--- src/rtl/usbpm_pkg.sv ---
package usbpm_pkg;
  typedef enum logic [1:0] {
    LS_SE0 = 2'b00,
    LS_J   = 2'b01,
    LS_K   = 2'b10,
    LS_SE1 = 2'b11
  } line_t;

  typedef enum logic [1:0] {
    RW_OFF,
    RW_WAIT,
    RW_DRIVE
  } rw_state_t;

  typedef enum logic [1:0] {
    EO_NONE,
    EO_K,
    EO_SE0
  } eor_state_t;
endpackage

--- src/rtl/usbpm_line_qual.sv ---
module usbpm_line_qual
  import usbpm_pkg::*;
#(
  parameter int QUAL_CYC = 2
) (
  input  logic       clk,
  input  logic       rst,
  input  logic [1:0] line_i,
  output line_t      line_q_o,
  output logic       chg_o,
  output logic       act_o
);
  localparam int QW = $clog2(QUAL_CYC + 1);

  logic [1:0]    samp;
  logic [QW-1:0] run;

  always_ff @(posedge clk) begin
    if (rst) begin
      samp     <= LS_J;
      run      <= '0;
      line_q_o <= LS_J;
      chg_o    <= 1'b0;
      act_o    <= 1'b0;
    end else begin
      samp  <= line_i;
      chg_o <= 1'b0;
      act_o <= 1'b0;
      if (line_i != samp) run <= QW'(1);
      else if (run != QW'(QUAL_CYC)) run <= run + 1'b1;
      if (run == QW'(QUAL_CYC) && line_t'(samp) != line_q_o) begin
        line_q_o <= line_t'(samp);
        chg_o    <= 1'b1;
        act_o    <= (line_q_o == LS_J);
      end
    end
  end
endmodule

--- src/rtl/usbpm_idle_timer.sv ---
module usbpm_idle_timer #(
  parameter int CYC_PER_MS = 60000,
  parameter int MS_MAX     = 5,
  localparam int MSW       = $clog2(MS_MAX + 1)
) (
  input  logic           clk,
  input  logic           rst,
  input  logic           restart_i,
  output logic [MSW-1:0] ms_o
);
  localparam int CW = $clog2(CYC_PER_MS);

  logic [CW-1:0] cyc;

  always_ff @(posedge clk) begin
    if (rst || restart_i) begin
      cyc  <= '0;
      ms_o <= '0;
    end else if (ms_o != MSW'(MS_MAX)) begin
      if (cyc == CW'(CYC_PER_MS - 1)) begin
        cyc  <= '0;
        ms_o <= ms_o + 1'b1;
      end else begin
        cyc <= cyc + 1'b1;
      end
    end
  end
endmodule

--- src/rtl/usbpm_remote_wake.sv ---
module usbpm_remote_wake
  import usbpm_pkg::*;
#(
  parameter int CYC_PER_MS = 60000,
  parameter int RESUME_MS  = 2
) (
  input  logic clk,
  input  logic rst,
  input  logic req_i,
  input  logic cancel_i,
  input  logic idle_ok_i,
  output logic pending_o,
  output logic drive_o,
  output logic start_o
);
  localparam int DRV_CYC = RESUME_MS * CYC_PER_MS;
  localparam int DW      = $clog2(DRV_CYC);

  rw_state_t     st;
  logic [DW-1:0] cnt;

  assign start_o   = (st == RW_WAIT) && !cancel_i && idle_ok_i;
  assign pending_o = (st != RW_OFF);
  assign drive_o   = (st == RW_DRIVE);

  always_ff @(posedge clk) begin
    if (rst) begin
      st  <= RW_OFF;
      cnt <= '0;
    end else begin
      case (st)
        RW_OFF: if (req_i) st <= RW_WAIT;
        RW_WAIT: begin
          if (cancel_i) st <= RW_OFF;
          else if (idle_ok_i) begin
            st  <= RW_DRIVE;
            cnt <= '0;
          end
        end
        RW_DRIVE: begin
          if (cnt == DW'(DRV_CYC - 1)) st <= RW_OFF;
          else cnt <= cnt + 1'b1;
        end
        default: st <= RW_OFF;
      endcase
    end
  end
endmodule

--- src/rtl/usbpm_eor_detect.sv ---
module usbpm_eor_detect
  import usbpm_pkg::*;
(
  input  logic  clk,
  input  logic  rst,
  input  line_t line_q_i,
  input  logic  chg_i,
  output logic  eor_o
);
  eor_state_t st;

  always_ff @(posedge clk) begin
    if (rst) begin
      st    <= EO_NONE;
      eor_o <= 1'b0;
    end else begin
      eor_o <= 1'b0;
      if (chg_i) begin
        case (line_q_i)
          LS_K:    st <= EO_K;
          LS_SE0:  st <= (st == EO_K) ? EO_SE0 : EO_NONE;
          LS_J: begin
            eor_o <= (st == EO_SE0);
            st    <= EO_NONE;
          end
          default: st <= EO_NONE;
        endcase
      end
    end
  end
endmodule

--- src/rtl/usbpm_ctrl.sv ---
module usbpm_ctrl
  import usbpm_pkg::*;
#(
  parameter int CYC_PER_MS = 60000,
  parameter int SUSP_MS    = 3,
  parameter int RWK_MS     = 5,
  parameter int RESUME_MS  = 2,
  parameter int QUAL_CYC   = 2
) (
  input  logic       clk,
  input  logic       rst,
  input  logic [1:0] line_state,
  input  logic       wr_rmwkup,
  input  logic       clr_susp,
  input  logic       clr_wakeup,
  input  logic       clr_uprsm,
  input  logic       clr_eorsm,
  input  logic       detach_we,
  input  logic       detach_wdata,
  output logic       susp,
  output logic       wakeup,
  output logic       uprsm,
  output logic       eorsm,
  output logic       rmwkup,
  output logic       resume_drive,
  output logic       detach
);
  localparam int MS_MAX = (SUSP_MS > RWK_MS) ? SUSP_MS : RWK_MS;
  localparam int MSW    = $clog2(MS_MAX + 1);

  line_t          line_q;
  logic           chg, act, eor, start, restart, susp_done;
  logic           susp_evt, idle_ok, req_ok;
  logic [MSW-1:0] idle_ms;

  usbpm_line_qual #(.QUAL_CYC(QUAL_CYC)) u_qual (
    .clk(clk), .rst(rst), .line_i(line_state),
    .line_q_o(line_q), .chg_o(chg), .act_o(act)
  );

  assign restart = (line_q != LS_J) || resume_drive;

  usbpm_idle_timer #(.CYC_PER_MS(CYC_PER_MS), .MS_MAX(MS_MAX)) u_idle (
    .clk(clk), .rst(rst), .restart_i(restart), .ms_o(idle_ms)
  );

  assign susp_evt = (idle_ms >= MSW'(SUSP_MS)) && !susp_done && !restart;
  assign idle_ok  = (idle_ms >= MSW'(RWK_MS)) && !restart;
  assign req_ok   = wr_rmwkup && susp_done;

  usbpm_remote_wake #(.CYC_PER_MS(CYC_PER_MS), .RESUME_MS(RESUME_MS)) u_rwk (
    .clk(clk), .rst(rst), .req_i(req_ok), .cancel_i(line_q != LS_J),
    .idle_ok_i(idle_ok), .pending_o(rmwkup), .drive_o(resume_drive),
    .start_o(start)
  );

  usbpm_eor_detect u_eor (
    .clk(clk), .rst(rst), .line_q_i(line_q), .chg_i(chg), .eor_o(eor)
  );

  always_ff @(posedge clk) begin
    if (rst) begin
      susp_done <= 1'b0;
      susp      <= 1'b0;
      wakeup    <= 1'b0;
      uprsm     <= 1'b0;
      eorsm     <= 1'b0;
      detach    <= 1'b1;
    end else begin
      if (restart) susp_done <= 1'b0;
      else if (susp_evt) susp_done <= 1'b1;

      if (susp_evt) susp <= 1'b1;
      else if (act || start || clr_susp) susp <= 1'b0;

      if (act) wakeup <= 1'b1;
      else if (susp_evt || clr_wakeup) wakeup <= 1'b0;

      if (start) uprsm <= 1'b1;
      else if (clr_uprsm) uprsm <= 1'b0;

      if (eor) eorsm <= 1'b1;
      else if (clr_eorsm) eorsm <= 1'b0;

      if (detach_we) detach <= detach_wdata;
    end
  end
endmodule

--- config.mk ---
export PLATFORM = sky130hd
export DESIGN_NAME = usbpm_ctrl
export DESIGN_NICKNAME = d
export VERILOG_FILES = /design/src/rtl/usbpm_pkg.sv /design/src/rtl/usbpm_line_qual.sv /design/src/rtl/usbpm_idle_timer.sv /design/src/rtl/usbpm_remote_wake.sv /design/src/rtl/usbpm_eor_detect.sv /design/src/rtl/usbpm_ctrl.sv
export SDC_FILE = /design/constraint.sdc
export NUM_CORES = 1
export LEC_CHECK = 0
export BUFFER_PORTS_ARGS = -buffer_cell sky130_fd_sc_hd__buf_2
export CORE_MARGIN = 10
export CORE_UTILIZATION = 30
export CTS_CLUSTER_DIAMETER = 30
export DETAILED_ROUTE_END_ITERATION = 7
export PLACE_DENSITY = 0.42
export SLEW_MARGIN = 20
export SYNTH_ARGS = -nofsm -noshare
export SYNTH_HDL_FRONTEND = slang
export SYNTH_SLANG_ARGS = --single-unit
export TNS_END_PERCENT = 100
--- constraint.sdc ---
create_clock -name clk -period 2.7 [get_ports clk]
set_input_delay 0.81 -clock clk [delete_from_list [all_inputs] [get_ports clk]]
set_output_delay 0.81 -clock clk [all_outputs]
set_load 0.01 [all_outputs]
Word level (Yosys, flattened, before mapping)
Cells that the tools add are included.

Bits in registers: 55. Output and inout port bits: 7. Input bits: 11. Logic and storage cells: 101.

Bitwise logic cells: 3. Add/subtract/negate cells: 4. Order comparisons: 2. Muxes and demuxes: 23. Reduce and logical (&&, ||, !) cells: 31. Eq/ne operators: 20.

Operators with widths (number): 17-bit two-way mux (3); 17-bit case mux with 2 select lines (1); 17-bit by 1-bit adder with 17-bit output (second input constant) (1); 17-bit == test (second input constant) (1); 16-bit by 1-bit adder with 16-bit output (second input constant) (1); 16-bit == test (second input constant) (1); 16-bit two-way mux (1); 2-bit nonzero test (7); 1-bit two-way mux (11); 2-bit two-way mux (5); 2-bit == test (second input constant) (4); 2-bit inequality test (second input constant) (4); 1-bit logical AND (7); 2-bit by 1-bit == test with 1-bit output (second input constant) (3); 2-bit by 1-bit inequality test with 1-bit output (second input constant) (3); 2-bit case mux with 3 select lines (1); 2-bit OR reduction (3); 1-bit logical OR (5); 2-bit zero test (2); 2-bit inequality test (2); 2-bit case mux with 2 select lines (1); 4-bit AND reduction (1); 3-bit by 1-bit adder with 3-bit output (second input constant) (1); 3-bit by 2-bit greater-or-equal comparator with 1-bit output (second input constant) (1); other kinds (9) (13).

Depth between registers and ports, before layout
Gate-level depths: netlist of the first run.

Word-level depth: 9. Gate-level depth with buffers: 8. Depth with buffers taken out: 6.

By module
Synthesis of the first run repeated with hierarchy kept, for this count alone.

Cell total of the unflattened synthesis: 312. Area total of the unflattened synthesis: 2706.3 sq um.

Modules (own cells, without submodules): usbpm_remote_wake (times used 1, seq. area each 380.4 sq um, area each 1072.3 sq um, cells each 131); usbpm_idle_timer (times used 1, seq. area each 380.4 sq um, area each 940.9 sq um, cells each 110); usbpm_line_qual (times used 1, seq. area each 160.2 sq um, area each 326.6 sq um, cells each 31); usbpm_ctrl (times used 1, seq. area each 120.1 sq um, area each 249.0 sq um, cells each 28); usbpm_eor_detect (times used 1, seq. area each 60.1 sq um, area each 117.6 sq um, cells each 12).

Worst setup path after synthesis of the first run
OpenSTA, ideal clock, no wires.

Kind: input to register. Start point: in rst. End point: reg u_idle.cyc[0]. Stages on the path: 6. Arrival time: 2093 ps. Data required time: 2572 ps. Library setup time: 128 ps. Setup slack: 479 ps. Cells stage by stage: clkbuf_1 -> clkinv_1 -> nand3_1 -> o21bai_1 -> clkbuf_1 -> nor2_1.

Cells in the longest elaborated chain, start to end: 1.

RTL lines: start, declared (line usbpm_ctrl.sv:11) `input logic rst,`; 1-bit logical OR (line usbpm_idle_timer.sv:16) `if (rst || restart_i) begin`; end signal, assigned (line usbpm_idle_timer.sv:24) `cyc <= cyc + 1'b1;`; end, declared (line usbpm_idle_timer.sv:13) `logic [CW-1:0] cyc;`.

No other way between the ends. A chain may end at the register's enable or synchronous reset.

Worst setup path after layout of the first run
Start point: reg u_idle.ms_o[1]. End point: reg u_idle.cyc[15].

Cells in the longest elaborated chain, start to end: 1.

RTL lines: start, declared (line usbpm_idle_timer.sv:9) `output logic [MSW-1:0] ms_o`; start signal, assigned (line usbpm_idle_timer.sv:22) `ms_o <= ms_o + 1'b1;`; 3-bit inequality test (line usbpm_idle_timer.sv:19) `end else if (ms_o != MSW'(MS_MAX)) begin`.

No other way between the ends.

==> results of run 1 <==
-- worst min path at each step --
stage	startpoint	to	slack (ps)	depth (start not counted)
after floorplan	u_eor.eor_o	eorsm	410	2
after global placement	u_eor.eor_o	eorsm	430	2
after detailed placement	u_eor.eor_o	eorsm	430	2
after CTS	u_eor.st[0]	u_eor.eor_o	460	1
after global routing	u_eor.eor_o	eorsm	490	2
final	u_eor.eor_o	eorsm	450	2
-- state kept, by name, indices dropped and copies added, names as in the netlist, 2 cells and up --
signal           flops
u_idle.cyc          16
u_idle.ms_o          3
u_qual.samp          2
u_qual.run           2
u_qual.line_q_o      2
u_eor.st             2
u_rwk.st             2
u_rwk.cnt           17
-- synth_stat cells, drive strengths merged, types with 3 or more instances --
library cell  number
and4               4
nand4b             5
and3               5
or2                3
inv               16
buf                3
nand3             17
xor2               9
nand2             16
o211ai            10
mux2i              4
o21ai              7
nor2              26
or4                6
a21oi             25
nand2b             7
a31oi              5
nor3               3
nand4              8
o31ai              3
or3                8
xnor2              7
ha                 6
dfxtp             55
clkbuf             7
nor4               5
-- metal layers --
layer / track usage [%] / vias up / routed length (µm)
li1: - / 1130 / -
met1: 12.3 / 982 / 2970
met2: 14.5 / 21 / 2620
met3: 2.75 / 4 / 205
met4: 2.71 / 0 / 68
met5: 0 / - / 0
-- critical path, delay by kind of cell, from the launching register on --
family / cells / cell delay [ps]
AO/OA/AOI/OAI: 1 / 160
buffers and inverters: 1 / 60
flip-flops: 1 / 400
AND/OR/NAND/NOR: 3 / 1390
adder cells (fa/ha/maj): 1 / 220
-- cell type report --
cell class                      count  area share, %
Clock buffer                        6           2.86
Clock inverter                      1          0.173
Inverter                           17           2.21
Multi-Input combinational cell    216           48.3
Sequential cell                    55           38.2
Tap cell                          105           4.55
Timing Repair Buffer               20           3.73
-- power by group --
part	total [W]	switching (W)	internal [W]
clock	0.000466	0.000264	0.000202
combinational	0.0000601	0.0000351	0.0000250
sequential	0.000830	0.00000931	0.000821
-- through the flow --
| step | setup WS (ps) | utilization, % |
|---|---|---|
| 3_5_place_dp | 332 | 33.5 |
| 4_1_cts | 378 | 34.6 |
| 5_1_grt | 281 | 34.6 |
| 2_1_floorplan | 479 | - |
| 6_report | 391 | 34.6 |
| 3_3_place_gp | 347 | 33.5 |
-- logic make-up (layout without fill, tap and decap cells) --
| kind of cell | Yosys count | in the layout | share of synthesized area (%) |
|---|---|---|---|
| AO/OA/AOI/OAI | 64 | 64 | 15.7 |
| XOR/XNOR | 16 | 16 | 5.39 |
| AND/OR/NAND/NOR | 126 | 126 | 27.8 |
| multiplexers | 4 | 4 | 1.54 |
| flip-flops | 55 | 55 | 42.4 |
| adder cells (fa/ha/maj) | 6 | 6 | 2.89 |
| buffers and inverters | 27 | 44 | 4.24 |
==> impl_metrics.ini, run 1 <==
[routing]
drtIter0Drc = 65
drt_first_pass_iters = 4
dr_total_vias = 2137
ant_nets = 0
drc_errors = 0
avgRoutedWirePerCell_um = 14.0
routed_wl_um = 5860
vias_per_cell = 5.09

[grt]
grt_usage_pct = 9.39
grt_pass1_wl_um = 10400
gr-total-overflow = 0
grt_start_max_net_pins = 19
grt_pass1_vias = 2059
antenna_found_initial = 0

[yosys]
async_flop_share_pct = 0
synth_top_area_share_pct = 42.4
yosys_most_used_dff = dfxtp_1
ys_ff_latch = 55
syn_area_mm2 = 0.00260
synthCells = 298
synth_cell_types = 54
synth_area_leaders = dfxtp_1 42%, a21oi_1 4.8%, nor2_1 3.8%
synth.avg_cell_area_um2 = 8.72
yosys.area.top_type = dfxtp_1
yosysSeqAreaShare_pct = 42.4
yosysWarnings = 0
synth_edf_count = 0
syn-num-nets = 315

[sta]
drv_slew = 0
setup-tns-final_ps = 0
fmax_mhz = 433
finClkSkew_ps = 8.99
rsz0062_at_grt = false
slew_headroom_pct = 29.2
worst_pin_slew_ps = 1060
timing.hold.ws_ps = 447
finalCriticalPeriod_ps = 2310
finalHoldViolCount = 0
finalSetupViolCount = 0
finalCritPeriodShare_pct = 85.5

[final_layout]
fin_area_mm2 = 0.00289
drive_above_1_share_pct = 12.4
final_cell_mix = 55 x dfxtp_1, 25 x nor2_1, 25 x a21oi_1, 17 x nand3_1, 17 x buf_2
stdcell_count = 420
layout_commonest_cell = dfxtp_1
antennaDiodeCount = 0
fin_nets = 332
multi_input_area_mm2 = 0.00139
area_delta_synth_final_pct = 11.0
fillers = 877
seq_area_mm2 = 0.00110

[cts]
cts_sinks = 55
numCtsBuffers = 5
path_clk_slew_ps = 100
cts_setup_buffers = 0
cts_tree = yes
hold_buffers = 0
cts_resized = 0
clk_latency_ps = 300
clock-root-buffer = clkbuf_8
cts_buffer_depth = 2
htree_levels = 2

[setup_path]
r2r-start = u_idle.ms_o[1]
cpPeakStageDelay_ps = 680
critical_path_arrival_ps = 2540
critPathCapture = u_idle.cyc[15]
regToRegEndpoint = u_idle.cyc[15]
path_max_fanout = 8
worst_ep_required_time_ps = 2930
crit_path_top_delay_cell = or4_1
r2r_slack_ps = 390
crit_type = flip-flop to flip-flop
cp-end-kind = flip-flop
crit_path_frequent_cell = or4_1
startpoint = u_idle.ms_o[1]
cp_cell_sequence = inv_1 -> ha_1 -> and2_4 -> or4_1 -> or4_1 -> a21oi_1
start_kind = flip-flop
reg2reg_depth = 6

[power_and_ir_drop]
power_w = 0.00136
p_leak_nw = 1.02
power_density_mw_per_mm2 = 470
ir_drop_mv = 0.249

[floorplanning]
initial_core_util_pct = 31.2
die_area_mm2 = 0.0128
num_io_pins = 18
die_h_um = 113
die_x_um = 113
row_count = 33
core_mm2 = 0.00834

[place]
place_area_mm2 = 0.00280
io_buffers = 17
dp_cells = 413
place_hpwl_um = 4220
place_congestion = 0.744

[hold_path]
min_path_type = flip-flop to flip-flop

[outcome]
status = complete, no violations

[flow_run]
maxCapViolCount = 0
(Power assumes the default switching activity.)
==> run 2: changes to the inputs <==
--- a/config.mk
+++ b/config.mk
@@ -6,11 +6,12 @@
 export NUM_CORES = 1
 export LEC_CHECK = 0
 export BUFFER_PORTS_ARGS = -buffer_cell sky130_fd_sc_hd__buf_2
+export CORE_ASPECT_RATIO = 1.75
 export CORE_MARGIN = 10
 export CORE_UTILIZATION = 30
 export CTS_CLUSTER_DIAMETER = 30
 export DETAILED_ROUTE_END_ITERATION = 7
-export PLACE_DENSITY = 0.42
+export PLACE_DENSITY = 0.44
 export SLEW_MARGIN = 20
 export SYNTH_ARGS = -nofsm -noshare
 export SYNTH_HDL_FRONTEND = slang
==> constraint.sdc (replaced) <==
create_clock -name clk -period 1.9 [get_ports clk]
set_input_delay 0.57 -clock clk [delete_from_list [all_inputs] [get_ports clk]]
set_output_delay 0.57 -clock clk [all_outputs]
set_load 0.01 [all_outputs]
==> run 2 against run 1 <==
Wire length rose by 15%. Combinational power grew 64%. Critical path depth is the same. Final cell count up 7.9%. Clock skew rose by 1.4 ps. Die area up 1.2%. Via count up 8.4%. Sequential share of layout area decreased by 3.8 points. First-iteration DRC count rose by 26%. Global-route usage up 1.2 points. Worst hold slack improved by 16 ps. Largest power group is now clock.
==> impl_metrics.ini, run 2 (synthesis results as in run 1) <==
[outcome]
status = complete, no violations

[place]
pre_cts_ws_ps = 21.0
io_buffers = 17
place_congestion = 0.837
place_hpwl_um = 5180
place_area_mm2 = 0.00300

[grt]
gr-total-overflow = 0
grt_start_max_net_pins = 19
grt_pass1_wl_um = 11100
grt_usage_pct = 10.6
grt_pass1_vias = 2305
antenna_found_initial = 0

[setup_path]
path_max_fanout = 7
crit_type = flip-flop to flip-flop
worst_ep_required_time_ps = 2140
critical_path_arrival_ps = 2090
cp-end-kind = flip-flop
start_kind = flip-flop

[cts]
path_clk_slew_ps = 80
hold_buffers = 0
cts_tree = yes
cts_buffer_depth = 2
cts_resized = 0
cts_setup_buffers = 0
htree_levels = 2
cts_sinks = 55
clk_latency_ps = 300
clock-root-buffer = clkbuf_16
numCtsBuffers = 5

[routing]
drt_first_pass_iters = 4
drc_errors = 0
met2_length_um = 3860
routed_wl_um = 6750
ant_nets = 0
drtIter0Drc = 82
dr_total_vias = 2317
vias_per_cell = 5.11
drt-met1-wl_um = 2470
highest_layer = met4
avgRoutedWirePerCell_um = 14.9
wl_met3_um = 196

[sta]
drv_slew = 0
slew_headroom_pct = 76.4
worst_pin_slew_ps = 349
fmax_mhz = 541
finalCritPeriodShare_pct = 97.4
finalHoldViolCount = 0
setup_ws_ps = 50.2
finalSetupViolCount = 0
finalCriticalPeriod_ps = 1850
finClkSkew_ps = 10.4
rsz0062_at_grt = true

[power_and_ir_drop]
power_density_mw_per_mm2 = 770
switching_power_w = 0.000505
comb_power_share_pct = 4.0
seq_power_share_pct = 47.8
p_int_w = 0.00197
ir_drop_mv = 0.396
switching_share_pct = 20.4
clkPwrFrac_pct = 48.3
p_leak_nw = 1.18

[final_layout]
layout_commonest_cell = dfxtp_1
final_cell_mix = 54 x dfxtp_1, 26 x nor2_1, 24 x a21oi_1, 24 x buf_4
post-route-util_pct = 38.4
antennaDiodeCount = 0
drive_above_1_share_pct = 20.1
fin_area_mm2 = 0.00321
largest_register = u_rwk.cnt
area_delta_synth_final_pct = 23.5
reg_top3 = u_rwk.cnt x17, u_idle.cyc x16, u_idle.ms_o x3
fin_nets = 354
largest_register_ffs = 17

[floorplanning]
core_mm2 = 0.00837
initial_core_util_pct = 31.1
die_h_um = 143
die_area_mm2 = 0.0129
row_count = 44
num_io_pins = 18
die_x_um = 90.4

[hold_path]
min_path_type = flip-flop to flip-flop

[flow_run]
maxCapViolCount = 0
[run 2: final cells by class]
type                    instances  area [µm²]
fillers                       883        5160
multi-input cells             216        1420
flip-flops and latches         55        1100
repair buffers                 42         285
well taps                     115         144
clock buffers                   5         125
clock inverters                 3        67.6
inverters                      17        63.8
[run 2: final timing paths]
check             slack (ps)  depth (start not counted)            from        endpoint
hold / removal           460                          2       susp_done       susp_done
hold reg to reg          460                          2       susp_done       susp_done
setup / recovery          50                          6  u_idle.ms_o[1]  u_idle.cyc[15]
setup reg to reg          50                          6  u_idle.ms_o[1]  u_idle.cyc[15]
[run 2: stage by stage]
| stage | setup TNS, ps | power [W] | cells | hold WS [ps] |
|---|---|---|---|---|
| after floorplan | -903 | 0.00126 | 298 | 413 |
| after CTS | 0 | 0.00252 | 453 | 467 |
| after global placement | 0 | 0.00131 | 445 | 453 |
| after detailed placement | 0 | 0.00131 | 445 | 456 |
| final | 0 | 0.00247 | 453 | 463 |
| after global routing | -4.76 | 0.00258 | 453 | 497 |
[run 2: worst max-delay path, cell delays in order, from the launching register on]
cell     delay, ps
dfxtp_2        370
inv_2           50
ha_4           160
and2_4         150
or4_4          520
or4_4          430
a21oi_2        110
[run 2: per-layer routing]
layer / track usage [%] / vias to the layer above
met5: 0 / -
met4: 5.47 / 0
met3: 2.05 / 17
met2: 21.6 / 43
met1: 9.51 / 1088
li1: - / 1169
[run 2: power by group through the flow]
stage / Sequential (W) / Clock (W) / Combinational (W)
6_report: 0.00118 / 0.00119 / 0.0000983
5_1_grt: 0.00118 / 0.00128 / 0.000112
4_1_cts: 0.00118 / 0.00124 / 0.000101
3_5_place_dp: 0.00121 / 0 / 0.000100
3_3_place_gp: 0.00121 / 0 / 0.0000985
2_1_floorplan: 0.00120 / 0 / 0.0000564
==> run 3: changes to the inputs <==
==> constraint.sdc (replaced) <==
create_clock -name clk -period 1.9 [get_ports clk]
set_input_delay 0.285 -clock clk [delete_from_list [all_inputs] [get_ports clk]]
set_output_delay 0.285 -clock clk [all_outputs]
set_load 0.01 [all_outputs]
==> run 3 against run 2 <==
Sequential power is essentially flat. Worst hold slack lost 250 ps. Final cell count grew 0.22%. Highest routed layer unchanged. Final area shrank 1.8%.
==> impl_metrics.ini, run 3 (synthesis results as in run 1) <==
[routing]
avgRoutedWirePerCell_um = 14.8
drtIter0Drc = 58
ant_nets = 0
dr_total_vias = 2284
drt_first_pass_iters = 3
drc_errors = 0
vias_per_cell = 5.03
routed_wl_um = 6720

[final_layout]
antennaDiodeCount = 0
area_delta_synth_final_pct = 21.3
layout_commonest_cell = dfxtp_1
fin_nets = 356
stdcell_count = 454
largest_register_ffs = 17
reg_top3 = u_rwk.cnt x17, u_idle.cyc x16, u_idle.ms_o x3
drive_above_1_share_pct = 19.5
largest_register = u_rwk.cnt
fillers = 900
final_cell_mix = 54 x dfxtp_1, 27 x buf_4, 26 x nor2_1, 25 x a21oi_1

[grt]
grt_start_max_net_pins = 19
grt_usage_pct = 10.9
grt_pass1_wl_um = 11300
gr-total-overflow = 0
grt_pass1_vias = 2375
antenna_found_initial = 0

[floorplanning]
num_io_pins = 18
core_mm2 = 0.00837
die_h_um = 143
die_x_um = 90.4
die_area_mm2 = 0.0129
initial_core_util_pct = 31.1
row_count = 44

[power_and_ir_drop]
power_density_mw_per_mm2 = 700
ir_drop_mv = 0.459
p_leak_nw = 1.17

[sta]
timing.hold.ws_ps = 212
finClkSkew_ps = 4.54
fmax_mhz = 543
finalHoldViolCount = 0
drv_slew = 0
finalSetupViolCount = 0
slew_headroom_pct = 59.2
rsz0062_at_grt = false
finalCriticalPeriod_ps = 1840
worst_pin_slew_ps = 606
finalCritPeriodShare_pct = 96.9

[setup_path]
path_max_fanout = 7
cp-end-kind = flip-flop
crit_type = flip-flop to flip-flop
critical_path_arrival_ps = 2070
worst_ep_required_time_ps = 2130
start_kind = flip-flop

[hold_path]
min_path_type = input pin to flip-flop

[cts]
cts_buffer_depth = 2
numCtsBuffers = 5
cts_tree = yes
clock-root-buffer = clkbuf_16
clk_latency_ps = 290
cts_sinks = 55
htree_levels = 2
path_clk_slew_ps = 70

[place]
io_buffers = 17
dp_cells = 446
place_hpwl_um = 5280
place_congestion = 0.815

[outcome]
status = complete, no violations

[flow_run]
maxCapViolCount = 0
## run 3: final timing paths
kind / to / depth (start not counted) / slack, ps / start
setup / recovery: u_idle.cyc[15] / 6 / 60 / u_idle.ms_o[1]
hold / removal: detach / 3 / 210 / detach_wdata
setup reg to reg: u_idle.cyc[15] / 6 / 60 / u_idle.ms_o[1]
hold reg to reg: susp_done / 2 / 470 / susp_done
## run 3: cell type report
class,count,area (µm²),area share (%)
flip-flops and latches,55,1100,35.1
clock inverters,1,5.00,0.159
multi-input cells,216,1410,44.7
well taps,115,144,4.57
repair buffers,44,288,9.13
clock buffers,6,139,4.41
inverters,17,63.8,2.02
## run 3: per-stage QoR
stage	total power [W]	util [%]	instance area (µm²)	setup slack (ps)	TNS [ps]
floorplan	0.00126	-	2620	-96.6	-96.6
detailed placement	0.00131	35.8	2990	21.6	0
global route	0.00231	37.7	3150	1.20	0
global placement	0.00131	35.8	2990	54.8	0
finish	0.00221	37.7	3150	59.3	0
CTS	0.00226	37.5	3140	8.26	0
## run 3: timing repair
item	CTS	global route
hold buffers	0	0
endpoints found under the setup margin	0	1
resized for setup	0	2
buffers inserted	0	1
## run 3: critical path, stage by stage (launching register included)
cell     delay [ps]
dfxtp_4         370
inv_2            40
ha_4            150
and2_4          150
or4_4           520
or4_4           420
a21oi_1         120
## run 3: per-layer routing
metal | share of wire [%] | GRT usage (%) | vias up
met1 | 38 | 9.60 | 1085
met2 | 58 | 22.3 | 15
li1 | - | - | 1173
met4 | 3.3 | 5.72 | 0
met3 | 1.5 | 2.10 | 11
met5 | 0 | 0 | -
## run 3: where the power goes
| part | switching (W) | internal, W |
|---|---|---|
| Clock | 0.000413 | 0.000516 |
| Sequential | 0.0000126 | 0.00117 |
| Combinational | 0.0000540 | 0.0000450 |
